`src/rtl/stat_sched_pkg.sv`:
```
// Shared definitions for the statistics counter scheduler.
// Assumes: opcodes are 2 bits wide and the bench and memory use the same encoding.
package stat_sched_pkg;
    typedef enum logic [1:0] {
        OP_NOP  = 2'd0,
        OP_RMW  = 2'd1,
        OP_READ = 2'd2,
        OP_WR0  = 2'd3
    } mem_op_e;
endpackage

```
`src/rtl/stat_req_fifo.sv`:
```
// Per-port request queue with a ready/valid write side and a show-ahead read side.
// Assumes: pop is asserted only when the queue is not empty. en gates acceptance.
module stat_req_fifo #(
    parameter int W     = 18,
    parameter int DEPTH = 4
) (
    input  logic         clk,
    input  logic         rst_n,
    input  logic         en,
    input  logic         in_valid,
    output logic         in_ready,
    input  logic [W-1:0] in_data,
    input  logic         pop,
    output logic [W-1:0] out_data,
    output logic         empty
);
    localparam int PW = (DEPTH > 1) ? $clog2(DEPTH) : 1;
    localparam int CW = $clog2(DEPTH + 1);

    logic [W-1:0]  store [DEPTH];
    logic [PW-1:0] wr_ptr, rd_ptr;
    logic [CW-1:0] count;
    logic          full, push;

    assign full     = (count == CW'(DEPTH));
    assign empty    = (count == '0);
    assign in_ready = en && !full;
    assign push     = in_valid && in_ready;
    assign out_data = store[rd_ptr];

    // Storage write on an accepted request.
    always_ff @(posedge clk) begin
        if (push) store[wr_ptr] <= in_data;
    end

    // Pointer and occupancy bookkeeping.
    always_ff @(posedge clk) begin
        if (!rst_n) begin
            wr_ptr <= '0;
            rd_ptr <= '0;
            count  <= '0;
        end else begin
            if (push) wr_ptr <= (wr_ptr == PW'(DEPTH - 1)) ? '0 : wr_ptr + 1'b1;
            if (pop)  rd_ptr <= (rd_ptr == PW'(DEPTH - 1)) ? '0 : rd_ptr + 1'b1;
            count <= count + CW'(push) - CW'(pop);
        end
    end

    assert_no_overflow_R9: assert property (@(posedge clk) disable iff (!rst_n)
        count <= CW'(DEPTH));
    assert_no_pop_empty_R5: assert property (@(posedge clk) disable iff (!rst_n)
        pop |-> !empty);
endmodule

```
`src/rtl/stat_slot_sched.sv`:
```
// Time-wheel scheduler: clears memory after reset, then issues one command per clock.
// Each group has 14 increment slots on a rotating port wheel and one round-robin read slot.
// Assumes: NUM_PORTS = 2*NUM_PART and NUM_PART is a power of two.
module stat_slot_sched
    import stat_sched_pkg::*;
#(
    parameter int NUM_PART    = 4,
    parameter int IDX_W       = 18,
    parameter int GROUP_SLOTS = 15
) (
    input  logic                            clk,
    input  logic                            rst_n,
    output logic                            init_done,
    input  logic [2*NUM_PART-1:0]           inc_empty,
    input  logic [2*NUM_PART*IDX_W-1:0]     inc_head,
    output logic [2*NUM_PART-1:0]           inc_pop,
    input  logic [2*NUM_PART-1:0]           rd_empty,
    input  logic [2*NUM_PART*IDX_W-1:0]     rd_head,
    output logic [2*NUM_PART-1:0]           rd_pop,
    output logic [1:0]                      mem_op,
    output logic [$clog2(NUM_PART)-1:0]     mem_part,
    output logic [IDX_W:0]                  mem_addr,
    output logic [$clog2(2*NUM_PART)-1:0]   mem_tag
);
    localparam int NUM_PORTS  = 2 * NUM_PART;
    localparam int PART_W     = $clog2(NUM_PART);
    localparam int TAG_W      = $clog2(NUM_PORTS);
    localparam int ADDR_W     = IDX_W + 1;
    localparam int INIT_TOTAL = NUM_PART << ADDR_W;
    localparam int INIT_W     = PART_W + ADDR_W;
    localparam int SLOT_W     = $clog2(GROUP_SLOTS);

    logic              init_done_q;
    logic [INIT_W-1:0] init_cnt;
    logic [SLOT_W-1:0] slot_cnt;
    logic [TAG_W-1:0]  wheel, rr_ptr, rd_port, cand;
    logic              rd_found, read_slot;
    mem_op_e           op_q;
    logic [PART_W-1:0] part_q;
    logic [ADDR_W-1:0] addr_q;
    logic [TAG_W-1:0]  tag_q;
    logic [IDX_W-1:0]  inc_sel, rd_sel;

    assign read_slot = (slot_cnt == SLOT_W'(GROUP_SLOTS - 1));
    assign inc_sel   = inc_head[wheel*IDX_W +: IDX_W];
    assign rd_sel    = rd_head[rd_port*IDX_W +: IDX_W];

    // Round-robin search for the first pending read at or after rr_ptr.
    always_comb begin
        rd_found = 1'b0;
        rd_port  = '0;
        cand     = '0;
        for (int i = NUM_PORTS - 1; i >= 0; i--) begin
            cand = rr_ptr + TAG_W'(i);
            if (!rd_empty[cand]) begin
                rd_found = 1'b1;
                rd_port  = cand;
            end
        end
    end

    // Queue pop strobes for the port owning the current slot.
    generate
        for (genvar p = 0; p < NUM_PORTS; p++) begin : g_pop
            assign inc_pop[p] = init_done_q && !read_slot && (wheel == TAG_W'(p)) && !inc_empty[p];
            assign rd_pop[p]  = init_done_q && read_slot && rd_found && (rd_port == TAG_W'(p));
        end
    endgenerate

    // Clearing sequence, then the slot wheel with registered command outputs.
    always_ff @(posedge clk) begin
        if (!rst_n) begin
            init_done_q <= 1'b0;
            init_cnt    <= '0;
            slot_cnt    <= '0;
            wheel       <= '0;
            rr_ptr      <= '0;
            op_q        <= OP_NOP;
            part_q      <= '0;
            addr_q      <= '0;
            tag_q       <= '0;
        end else if (!init_done_q) begin
            op_q     <= OP_WR0;
            part_q   <= init_cnt[INIT_W-1 -: PART_W];
            addr_q   <= init_cnt[ADDR_W-1:0];
            tag_q    <= '0;
            init_cnt <= init_cnt + 1'b1;
            if (init_cnt == INIT_W'(INIT_TOTAL - 1)) init_done_q <= 1'b1;
        end else if (read_slot) begin
            slot_cnt <= '0;
            part_q   <= rd_port[PART_W-1:0];
            addr_q   <= {rd_port[TAG_W-1], rd_sel};
            tag_q    <= rd_port;
            if (rd_found) begin
                op_q   <= OP_READ;
                rr_ptr <= rd_port + 1'b1;
            end else begin
                op_q   <= OP_NOP;
            end
        end else begin
            slot_cnt <= slot_cnt + 1'b1;
            wheel    <= wheel + 1'b1;
            part_q   <= wheel[PART_W-1:0];
            addr_q   <= {wheel[TAG_W-1], inc_sel};
            tag_q    <= wheel;
            op_q     <= inc_empty[wheel] ? OP_NOP : OP_RMW;
        end
    end

    assign init_done = init_done_q;
    assign mem_op    = op_q;
    assign mem_part  = part_q;
    assign mem_addr  = addr_q;
    assign mem_tag   = tag_q;

    assert_no_access_before_init_R1: assert property (@(posedge clk) disable iff (!rst_n)
        !init_done |-> (mem_op != OP_RMW && mem_op != OP_READ));
    assert_reads_spaced_R4: assert property (@(posedge clk) disable iff (!rst_n)
        (mem_op == OP_READ) |=> (mem_op != OP_READ));
    assert_rmw_region_R2: assert property (@(posedge clk) disable iff (!rst_n)
        (mem_op == OP_RMW) |-> (mem_part == mem_tag[PART_W-1:0] && mem_addr[IDX_W] == mem_tag[TAG_W-1]));
    assert_init_done_sticky_R1: assert property (@(posedge clk) disable iff (!rst_n)
        init_done |=> init_done);
endmodule

```
`src/rtl/stat_rsp_router.sv`:
```
// Registers a memory read response and presents it only on the port named by its tag.
// Assumes: at most one response per clock.
module stat_rsp_router #(
    parameter int NUM_PORTS = 8,
    parameter int CNT_W     = 64
) (
    input  logic                          clk,
    input  logic                          rst_n,
    input  logic                          mem_rsp_valid,
    input  logic [$clog2(NUM_PORTS)-1:0]  mem_rsp_tag,
    input  logic [CNT_W-1:0]              mem_rsp_data,
    output logic [NUM_PORTS-1:0]          rd_rsp_valid,
    output logic [NUM_PORTS*CNT_W-1:0]    rd_rsp_data
);
    localparam int TAG_W = $clog2(NUM_PORTS);

    generate
        for (genvar p = 0; p < NUM_PORTS; p++) begin : g_port
            logic hit;
            assign hit = mem_rsp_valid && (mem_rsp_tag == TAG_W'(p));

            // Per-port valid strobe and data hold register.
            always_ff @(posedge clk) begin
                if (!rst_n) begin
                    rd_rsp_valid[p]                 <= 1'b0;
                    rd_rsp_data[p*CNT_W +: CNT_W]   <= '0;
                end else begin
                    rd_rsp_valid[p] <= hit;
                    if (hit) rd_rsp_data[p*CNT_W +: CNT_W] <= mem_rsp_data;
                end
            end
        end
    endgenerate

    assert_rsp_single_port_R8: assert property (@(posedge clk) disable iff (!rst_n)
        $onehot0(rd_rsp_valid));
    assert_rsp_to_tag_R8: assert property (@(posedge clk) disable iff (!rst_n)
        mem_rsp_valid |=> rd_rsp_valid[$past(mem_rsp_tag)]);
endmodule

```
`src/rtl/stat_sched_top.sv`:
```
// Top of the statistics counter scheduler: per-port increment and read queues,
// the time-wheel scheduler, and the response router.
// Assumes: the memory performs the increment itself and answers READs with the command tag.
module stat_sched_top
    import stat_sched_pkg::*;
#(
    parameter int NUM_PART    = 4,
    parameter int IDX_W       = 18,
    parameter int CNT_W       = 64,
    parameter int QDEPTH      = 4,
    parameter int GROUP_SLOTS = 15
) (
    input  logic                              clk,
    input  logic                              rst_n,
    output logic                              init_done,
    input  logic [2*NUM_PART-1:0]             inc_valid,
    input  logic [2*NUM_PART*IDX_W-1:0]       inc_index,
    output logic [2*NUM_PART-1:0]             inc_ready,
    input  logic [2*NUM_PART-1:0]             rd_valid,
    input  logic [2*NUM_PART*IDX_W-1:0]       rd_index,
    output logic [2*NUM_PART-1:0]             rd_ready,
    output logic [2*NUM_PART-1:0]             rd_rsp_valid,
    output logic [2*NUM_PART*CNT_W-1:0]       rd_rsp_data,
    output logic [1:0]                        mem_op,
    output logic [$clog2(NUM_PART)-1:0]       mem_part,
    output logic [IDX_W:0]                    mem_addr,
    output logic [$clog2(2*NUM_PART)-1:0]     mem_tag,
    input  logic                              mem_rsp_valid,
    input  logic [$clog2(2*NUM_PART)-1:0]     mem_rsp_tag,
    input  logic [CNT_W-1:0]                  mem_rsp_data
);
    localparam int NUM_PORTS = 2 * NUM_PART;

    logic [NUM_PORTS-1:0]       inc_empty, inc_pop, rd_empty, rd_pop;
    logic [NUM_PORTS*IDX_W-1:0] inc_head, rd_head;

    generate
        for (genvar p = 0; p < NUM_PORTS; p++) begin : g_q
            stat_req_fifo #(.W(IDX_W), .DEPTH(QDEPTH)) i_incq (
                .clk(clk), .rst_n(rst_n), .en(init_done),
                .in_valid(inc_valid[p]), .in_ready(inc_ready[p]),
                .in_data(inc_index[p*IDX_W +: IDX_W]),
                .pop(inc_pop[p]), .out_data(inc_head[p*IDX_W +: IDX_W]),
                .empty(inc_empty[p]));
            stat_req_fifo #(.W(IDX_W), .DEPTH(QDEPTH)) i_rdq (
                .clk(clk), .rst_n(rst_n), .en(init_done),
                .in_valid(rd_valid[p]), .in_ready(rd_ready[p]),
                .in_data(rd_index[p*IDX_W +: IDX_W]),
                .pop(rd_pop[p]), .out_data(rd_head[p*IDX_W +: IDX_W]),
                .empty(rd_empty[p]));
        end
    endgenerate

    stat_slot_sched #(.NUM_PART(NUM_PART), .IDX_W(IDX_W), .GROUP_SLOTS(GROUP_SLOTS)) i_sched (
        .clk(clk), .rst_n(rst_n), .init_done(init_done),
        .inc_empty(inc_empty), .inc_head(inc_head), .inc_pop(inc_pop),
        .rd_empty(rd_empty), .rd_head(rd_head), .rd_pop(rd_pop),
        .mem_op(mem_op), .mem_part(mem_part), .mem_addr(mem_addr), .mem_tag(mem_tag));

    stat_rsp_router #(.NUM_PORTS(NUM_PORTS), .CNT_W(CNT_W)) i_router (
        .clk(clk), .rst_n(rst_n),
        .mem_rsp_valid(mem_rsp_valid), .mem_rsp_tag(mem_rsp_tag), .mem_rsp_data(mem_rsp_data),
        .rd_rsp_valid(rd_rsp_valid), .rd_rsp_data(rd_rsp_data));

    assert_ready_gated_R1: assert property (@(posedge clk) disable iff (!rst_n)
        !init_done |-> (inc_ready == '0 && rd_ready == '0));
endmodule

```
`config.mk`:
```
export PLATFORM = sky130hd
export DESIGN_NAME = stat_sched_top
export DESIGN_NICKNAME = d
export VERILOG_FILES = /design/src/rtl/stat_sched_pkg.sv /design/src/rtl/stat_req_fifo.sv /design/src/rtl/stat_slot_sched.sv /design/src/rtl/stat_rsp_router.sv /design/src/rtl/stat_sched_top.sv
export SDC_FILE = /design/constraint.sdc
export NUM_CORES = 2
export LEC_CHECK = 0
export BUFFER_PORTS_ARGS = -buffer_cell sky130_fd_sc_hd__buf_4
export CORE_ASPECT_RATIO = 1.75
export CORE_MARGIN = 8
export CORE_UTILIZATION = 35
export CTS_CLUSTER_SIZE = 14
export DETAILED_ROUTE_END_ITERATION = 8
export SLEW_MARGIN = 10
export SYNTH_ARGS = -nofsm -noshare
export SYNTH_HDL_FRONTEND = slang
export SYNTH_HIERARCHICAL = 1
export SYNTH_SLANG_ARGS = --single-unit
```
`constraint.sdc`:
```
create_clock -name clk -period 6 [get_ports clk]
set_clock_uncertainty 0.05 [all_clocks]
set_input_delay 1.2 -clock clk [delete_from_list [all_inputs] [get_ports clk]]
set_output_delay 1.2 -clock clk [all_outputs]
set_load 0.1 [all_outputs]
```
## Yosys cells after proc, flatten, opt, wreduce, memory -nomap -nowiden

Memories as Yosys holds them, arrays and structs flattened. A register that Yosys moved wholly into a read port is not among the register bits.
Cells that the tools add are included.
W data, S select, Z words.

- Bits in registers: 690
- RAM bits: 1,152
- Logic and storage cells: 505
- Memories kept: 16

Memory list:

| name | depth | bits a word | read ports | clocked after memory_dff | write ports | line | RTL |
|---|---|---|---|---|---|---|---|
| g_q[0].i_incq.store | 4 | 18 | 1 | 1 | 1 | stat_req_fifo.sv:20 | `logic [W-1:0] store [DEPTH];` |
| g_q[0].i_rdq.store | 4 | 18 | 1 | 1 | 1 | stat_req_fifo.sv:20 |  |
| g_q[1].i_incq.store | 4 | 18 | 1 | 1 | 1 | stat_req_fifo.sv:20 |  |
| g_q[1].i_rdq.store | 4 | 18 | 1 | 1 | 1 | stat_req_fifo.sv:20 |  |
| g_q[2].i_incq.store | 4 | 18 | 1 | 1 | 1 | stat_req_fifo.sv:20 |  |
| g_q[2].i_rdq.store | 4 | 18 | 1 | 1 | 1 | stat_req_fifo.sv:20 |  |
| 10 more memories | n/a | n/a | n/a | n/a | n/a | n/a |  |

- Add/subtract/negate cells: 75
- $mul: 2
- Magnitude comparators: 9
- Eq/ne operators: 71
- Shift-type cells: 2
- Multiplexer cells: 142
- Bitwise logic cells: 1
- Reductions and logical operators: 114

Operators with widths:

| operator | count |
|---|---|
| $shiftx A144 B9 Y18 | 2 |
| $mux W2 | 69 |
| $eq A3 B3 Y1 const B | 28 |
| $logic_and A1 B1 Y1 | 67 |
| $add A2 B1 Y2 const B | 32 |
| $eq A2 B2 Y1 const B | 32 |
| $logic_not A3 Y1 | 19 |
| $mux W1 | 52 |
| $add A3 B1 Y3 | 16 |
| $sub A3 B1 Y3 | 16 |
| $mux W19 | 2 |
| $lt A3 B4 Y1 const B | 9 |
| $bmux W1 S3 | 9 |
| $mux W3 | 9 |
| $logic_not A1 Y1 | 25 |
| $add A21 B1 Y21 const B | 1 |
| $eq A21 B21 Y1 const B | 1 |
| $eq A3 B2 Y1 const B | 6 |
| $mul A3 B4 Y7 const B | 2 |
| $add A3 B3 Y3 const B | 4 |
| $add A3 B1 Y3 const B | 3 |
| $eq A3 B1 Y1 const B | 3 |
| $add A3 B2 Y3 const B | 2 |
| $add A4 B1 Y4 const B | 1 |
| other kinds (5) | 6 |

## Logic depth before layout (Yosys ltp)

- Word-level depth: 15
- Depth in mapped cells: 24
- Gate-level depth less buffers: 19

## Hierarchy

Netlist, hierarchy kept.

Modules (own cells, without submodules):

| module | instances | cells an instance | area an instance (um^2) |
|---|---|---|---|
| stat_req_fifo | 16 | 143 | 3,111.7 |
| stat_rsp_router | 1 | 1,746 | 18,480.2 |
| stat_slot_sched | 1 | 647 | 5,993.2 |

## Worst setup path after synthesis

No wires, ideal clock.

- Kind: reg2reg
- Start: register i_sched.rr_ptr[1]
- End: register g_q[3].i_rdq.count[2]
- Arrival: 4.840 ns
- Setup slack: 0.995 ns
- Cell stages (with the launch flop): 23
- Buffers on the path: 4
- Period minus slack after synthesis: 5.005 ns
- Cell sequence: dfxtp_1 -> clkbuf_1 -> clkinv_1 -> ha_1 -> buf_2 -> mux4_2 -> mux2_2 -> a2111oi_0 -> a211oi_1 -> and3_1 -> buf_4 -> buf_2 -> ha_1 -> ha_1 -> and2_1 -> ha_1 -> inv_1 -> ha_1 -> inv_1 -> fa_1 -> xnor2_1 -> xnor2_1 -> and2_1

- Cells in the longest elaborated chain, start to end: 14
- Elaborated cells between the ends (all ways): 43
- Those cells by class: 8 x add/sub; 1 x eq/ne; 32 x mux; 2 x reduce/logical

RTL lines:

| what | line | RTL |
|---|---|---|
| start, declared | stat_slot_sched.sv:36 | `logic [TAG_W-1:0] wheel, rr_ptr, rd_port, cand;` |
| start signal, assigned | stat_slot_sched.sv:96 | `rr_ptr <= rd_port + 1'b1;` |
| $add A3 B3 Y3 | stat_slot_sched.sv:54 | `cand = rr_ptr + TAG_W'(i);` |
| $bmux W1 S3 | stat_slot_sched.sv:55 | `if (!rd_empty[cand]) begin` |
| $mux W1 (not written as such) | stat_slot_sched.sv:55 |  |
| $mux W3 or $mux W1 (tied branches) (8 in a row) | stat_slot_sched.sv:55 |  |
| $eq A3 B2 Y1 or $logic_and A1 B1 Y1 (tied branches) | stat_slot_sched.sv:66 | `assign rd_pop[p] = init_done_q && read_slot && rd_found && (rd_port == TAG_W'(p));` |
| $logic_and A1 B1 Y1 (*) | stat_slot_sched.sv:66 |  |
| net rd_pop[3] | stat_sched_top.sv:34 | `logic [NUM_PORTS-1:0] inc_empty, inc_pop, rd_empty, rd_pop;` |
| $sub A3 B1 Y3 (*) | stat_req_fifo.sv:45 | `count <= count + CW'(push) - CW'(pop);` |
| end signal, assigned | stat_req_fifo.sv:45 |  |
| end, declared | stat_req_fifo.sv:22 | `logic [CW-1:0] count;` |

The timed path passes the listed nets; every way through them passes the cells marked *. The select of a mux whose other input is x is not followed.
A chain may end at the register's enable or synchronous reset.

## Worst setup path in the final report

Ends and elaborated chain as after synthesis.

==> out/results.ini <==
[status]
status = complete, no violations

[global_route]
antenna_found_initial = 51
grt_first_pass_wirelength_um = 320000
grt.overflow.total = 0
grt_pass1_vias = 44000
grt_max_degree = 180
grt_usage_pct = 19.0

[clock_network]
postCtsResizedCells = 0
cts_setup_buffers = 0
root_buffer = clkbuf_16
clockBufferDepth = 4
numCtsBuffers = 177
h-tree-depth = 4
cts.sinks = 1874
clk_pin_slew_ns = 0.07
cts_tree = done
clk_latency_ns = 0.83
ctsHoldBuffers = 0

[detailed_routing]
vias = 42900
viasPerCell = 5.01
dr.pass1.iters = 5
wl_um = 226000
routedWlPerCell_um = 26.5
drtIter0Drc = 2781
ant_nets = 0
drc = 0

[die]
fp.coreArea_sq_mm = 0.211
io_pins = 937
chipHeight_um = 625
rows = 223
initial_utilization_pct = 35.2
die_w_um = 364
die-area_sq_mm = 0.228

[worst_hold_path]
min-delay-path-class = reg2reg

[setup_path]
critical_path.startpoint = i_sched/rr_ptr[1]$_SDFFE_PN0P_
slowest_delay_ns = 0.66
cp_slowest_cell = ha_1
r2r-end = g_q[3].i_rdq/count[2]$_SDFF_PN0_
critical-path-top-delay-family = adder cells
cp.required_ns = 6.64
cp-endpoint = g_q[3].i_rdq/count[2]$_SDFF_PN0_
cp_cell_sequence = clkinv_1, ha_1, mux4_2, a2bb2oi_1, o31a_1, a2111oi_4, nor2_4, inv_2, ha_1, and2_1, ha_1, inv_1, ha_1, inv_1, fa_1, xnor2_1, xnor2_1, and2_1
r2r_cells = 18
crit_cells = 18
rrSetupSlack_ns = 0.74
crit_path_start_kind = flip-flop
path_buf_inv = 4
end_kind = flip-flop
cp_common_cell = ha_1
timing.rr.start = i_sched/rr_ptr[1]$_SDFFE_PN0P_
path_class = reg2reg
crit_fanout = 22
cp.arrival_ns = 5.90

[placed_design]
dpl_cell_area_sq_mm = 0.0837
dpl.hpwl_um = 168000
place_inst = 8223
port_buffers = 936
dp_slack_ns = 0.789
place_congestion = 0.831

[final_layout]
seqCellArea_sq_mm = 0.0491
finalNonFillerCells = 8560
design_area_sq_mm = 0.0893
nNetsFinal = 6107
most-common-layout-cells = 1152 x edfxtp_1, 985 x buf_4, 739 x nand2_1
area_growth_pct = 20.2
drive_above_1_share_pct = 26.5
multi_input_area_sq_mm = 0.0233
mostFrequentLayoutCell = edfxtp_1
fillers = 19200

[timing]
hold_viol_final = 0
final.period_utilization_pct = 87.7
maxSlewHeadroom_pct = 23.6
period_minus_slack_ns = 5.26
slew_viol_final = 0
hold-worst-slack_ns = 0.408
worst_slew_pin_slew_ns = 1.15
rsz0062_at_grt = false
finalSetupViolCount = 0
max_freq_mhz = 190
tns_ns = 0
setup_ws_ns = 0.738

[logic_synthesis]
syn_inst = 4681
ys.flop_type = edfxtp_1
yosysSeqAreaShare_pct = 66.0
yosys_warnings = 6
synth_edf_count = 1152
synth_nets = 5198
synth_top_cell_area_share_pct = 46.6
synthArstFlopShare_pct = 0
syn_area_sq_mm = 0.0743
synth_top_area_cell = edfxtp_1
syn_area_per_cell_sq_um = 15.9
synthTopCellsByArea = edfxtp_1 47%, dfxtp_1 19%, mux2i_1 7.7%, mux4_2 6.3%, mux4_1 4.5%
synth-seq-cells = 1874
yosysUniqueCellTypes = 68

[run]
cap_violations = 0

[power_and_ir_drop]
ir_drop_uv = 241
power.leakage_nw = 34.3
cellPowerDensity_mw_per_mm2 = 292

## worst min-delay path, delay by kind of cell (launching register included)
family,cells,cell delay [ns]
mux,1,0.05
flops,1,0.31
simple gates,1,0.05
## Yosys cell counts (3+ instances only)
master	count
mux2_2	8
o21a_1	69
nand4bb_1	3
a21o_1	4
nor3b_1	22
and2_1	117
nor3_1	20
buf_1	14
mux4_2	207
inv_1	90
buf_4	45
ha_1	127
clkbuf_1	96
buf_2	68
mux2_1	18
a31o_2	35
mux2i_1	572
nand2_1	739
nor4b_1	5
a21boi_0	23
o31ai_1	18
nor4_1	3
dfxtp_1	722
nand4b_1	4
fa_1	16
nor2b_1	57
o21ai_0	17
buf_6	22
edfxtp_1	1152
nand3_1	12
mux4_1	128
buf_12	16
or3_1	8
a221oi_2	16
xnor2_1	48
a211oi_1	37
nand4_1	5
nor2_1	51
o22ai_1	5
a21oi_1	21
and3_1	6
## per-stage QoR
stage	total power, mW	util (%)
2_1_floorplan	14.9	-
3_3_place_gp	15.4	39.7
3_5_place_dp	15.4	39.7
4_1_cts	26.4	42.3
5_1_grt	26.8	42.3
6_report	26.1	42.3
## cell families (layout without fill, tap and decap cells)
kind of cell | Yosys count | after routing | share of synthesized area (%)
flip-flops | 1874 | 1874 | 66.0
AND/OR/NAND/NOR | 1061 | 1061 | 6.35
multiplexers | 933 | 933 | 18.9
buffers and inverters | 355 | 1392 | 2.71
AO/OA/AOI/OAI | 265 | 265 | 2.82
adder cells (fa/ha/maj) | 143 | 143 | 2.57
XOR/XNOR | 50 | 50 | 0.590
other | 0 | 30 | 0
## state kept, by name, summed over array words and instances (netlist names), named ones only
name                   count
g_q.i_rdq/rd_ptr          16
i_sched/mem_op             2
i_router/rd_rsp_valid      8
i_sched/rr_ptr             3
i_sched/mem_part           2
g_q.i_incq/wr_ptr         16
g_q.i_incq/count          24
i_sched/mem_addr          19
g_q.i_incq/rd_ptr         16
i_router/rd_rsp_data     512
i_sched/init_cnt          21
i_sched/slot_cnt           4
i_sched/mem_tag            3
i_sched/init_done          1
g_q.i_rdq/count           24
g_q.i_rdq/wr_ptr          16
g_q.i_incq/store         576
i_sched/wheel              3
g_q.i_rdq/store          576
## worst min path at each step
stage,start,end,slack (ns),depth (start not counted)
floorplan,i_sched/init_cnt[11]$_SDFFE_PN0N_,i_sched/mem_addr[11]$_SDFF_PN0_,0.40,2
global placement,i_router/rd_rsp_data[57]$_SDFFE_PN0P_,i_router/rd_rsp_data[57]$_SDFFE_PN0P_,0.39,2
detailed placement,i_router/rd_rsp_data[39]$_SDFFE_PN0P_,i_router/rd_rsp_data[39]$_SDFFE_PN0P_,0.40,2
CTS,i_router/rd_rsp_data[23]$_SDFFE_PN0P_,i_router/rd_rsp_data[23]$_SDFFE_PN0P_,0.41,2
global route,i_router/rd_rsp_data[17]$_SDFFE_PN0P_,i_router/rd_rsp_data[17]$_SDFFE_PN0P_,0.42,2
finish,i_router/rd_rsp_data[35]$_SDFFE_PN0P_,i_router/rd_rsp_data[35]$_SDFFE_PN0P_,0.41,2
## per-layer routing
layer	GRT usage [%]	up-vias	routed length, um
li1	-	19300	-
met1	22.2	22000	86200
met2	32.8	1199	113000
met3	6.05	360	18000
met4	7.02	30	8790
met5	0	-	186
## cell type report
| type | count | area share (%) |
|---|---|---|
| multi-input combinational | 2452 | 26.1 |
| timing repair buffer | 992 | 8.43 |
| clock inverter | 49 | 0.598 |
| sequential | 1874 | 54.9 |
| clock buffer | 258 | 5.56 |
| tap | 2812 | 3.94 |
| antenna | 30 | 0.0841 |
| inverter | 93 | 0.392 |
## report_power, final
part,total (mW),internal [mW],switching (mW),leakage (nW)
Sequential,13.8,13.7,0.0489,16.2
Combinational,1.38,0.352,1.03,15.4
Clock,10.9,6.10,4.82,2.67
Total,26.1,20.2,5.89,34.3
No activity file was read; power rests on OpenSTA's default activity.
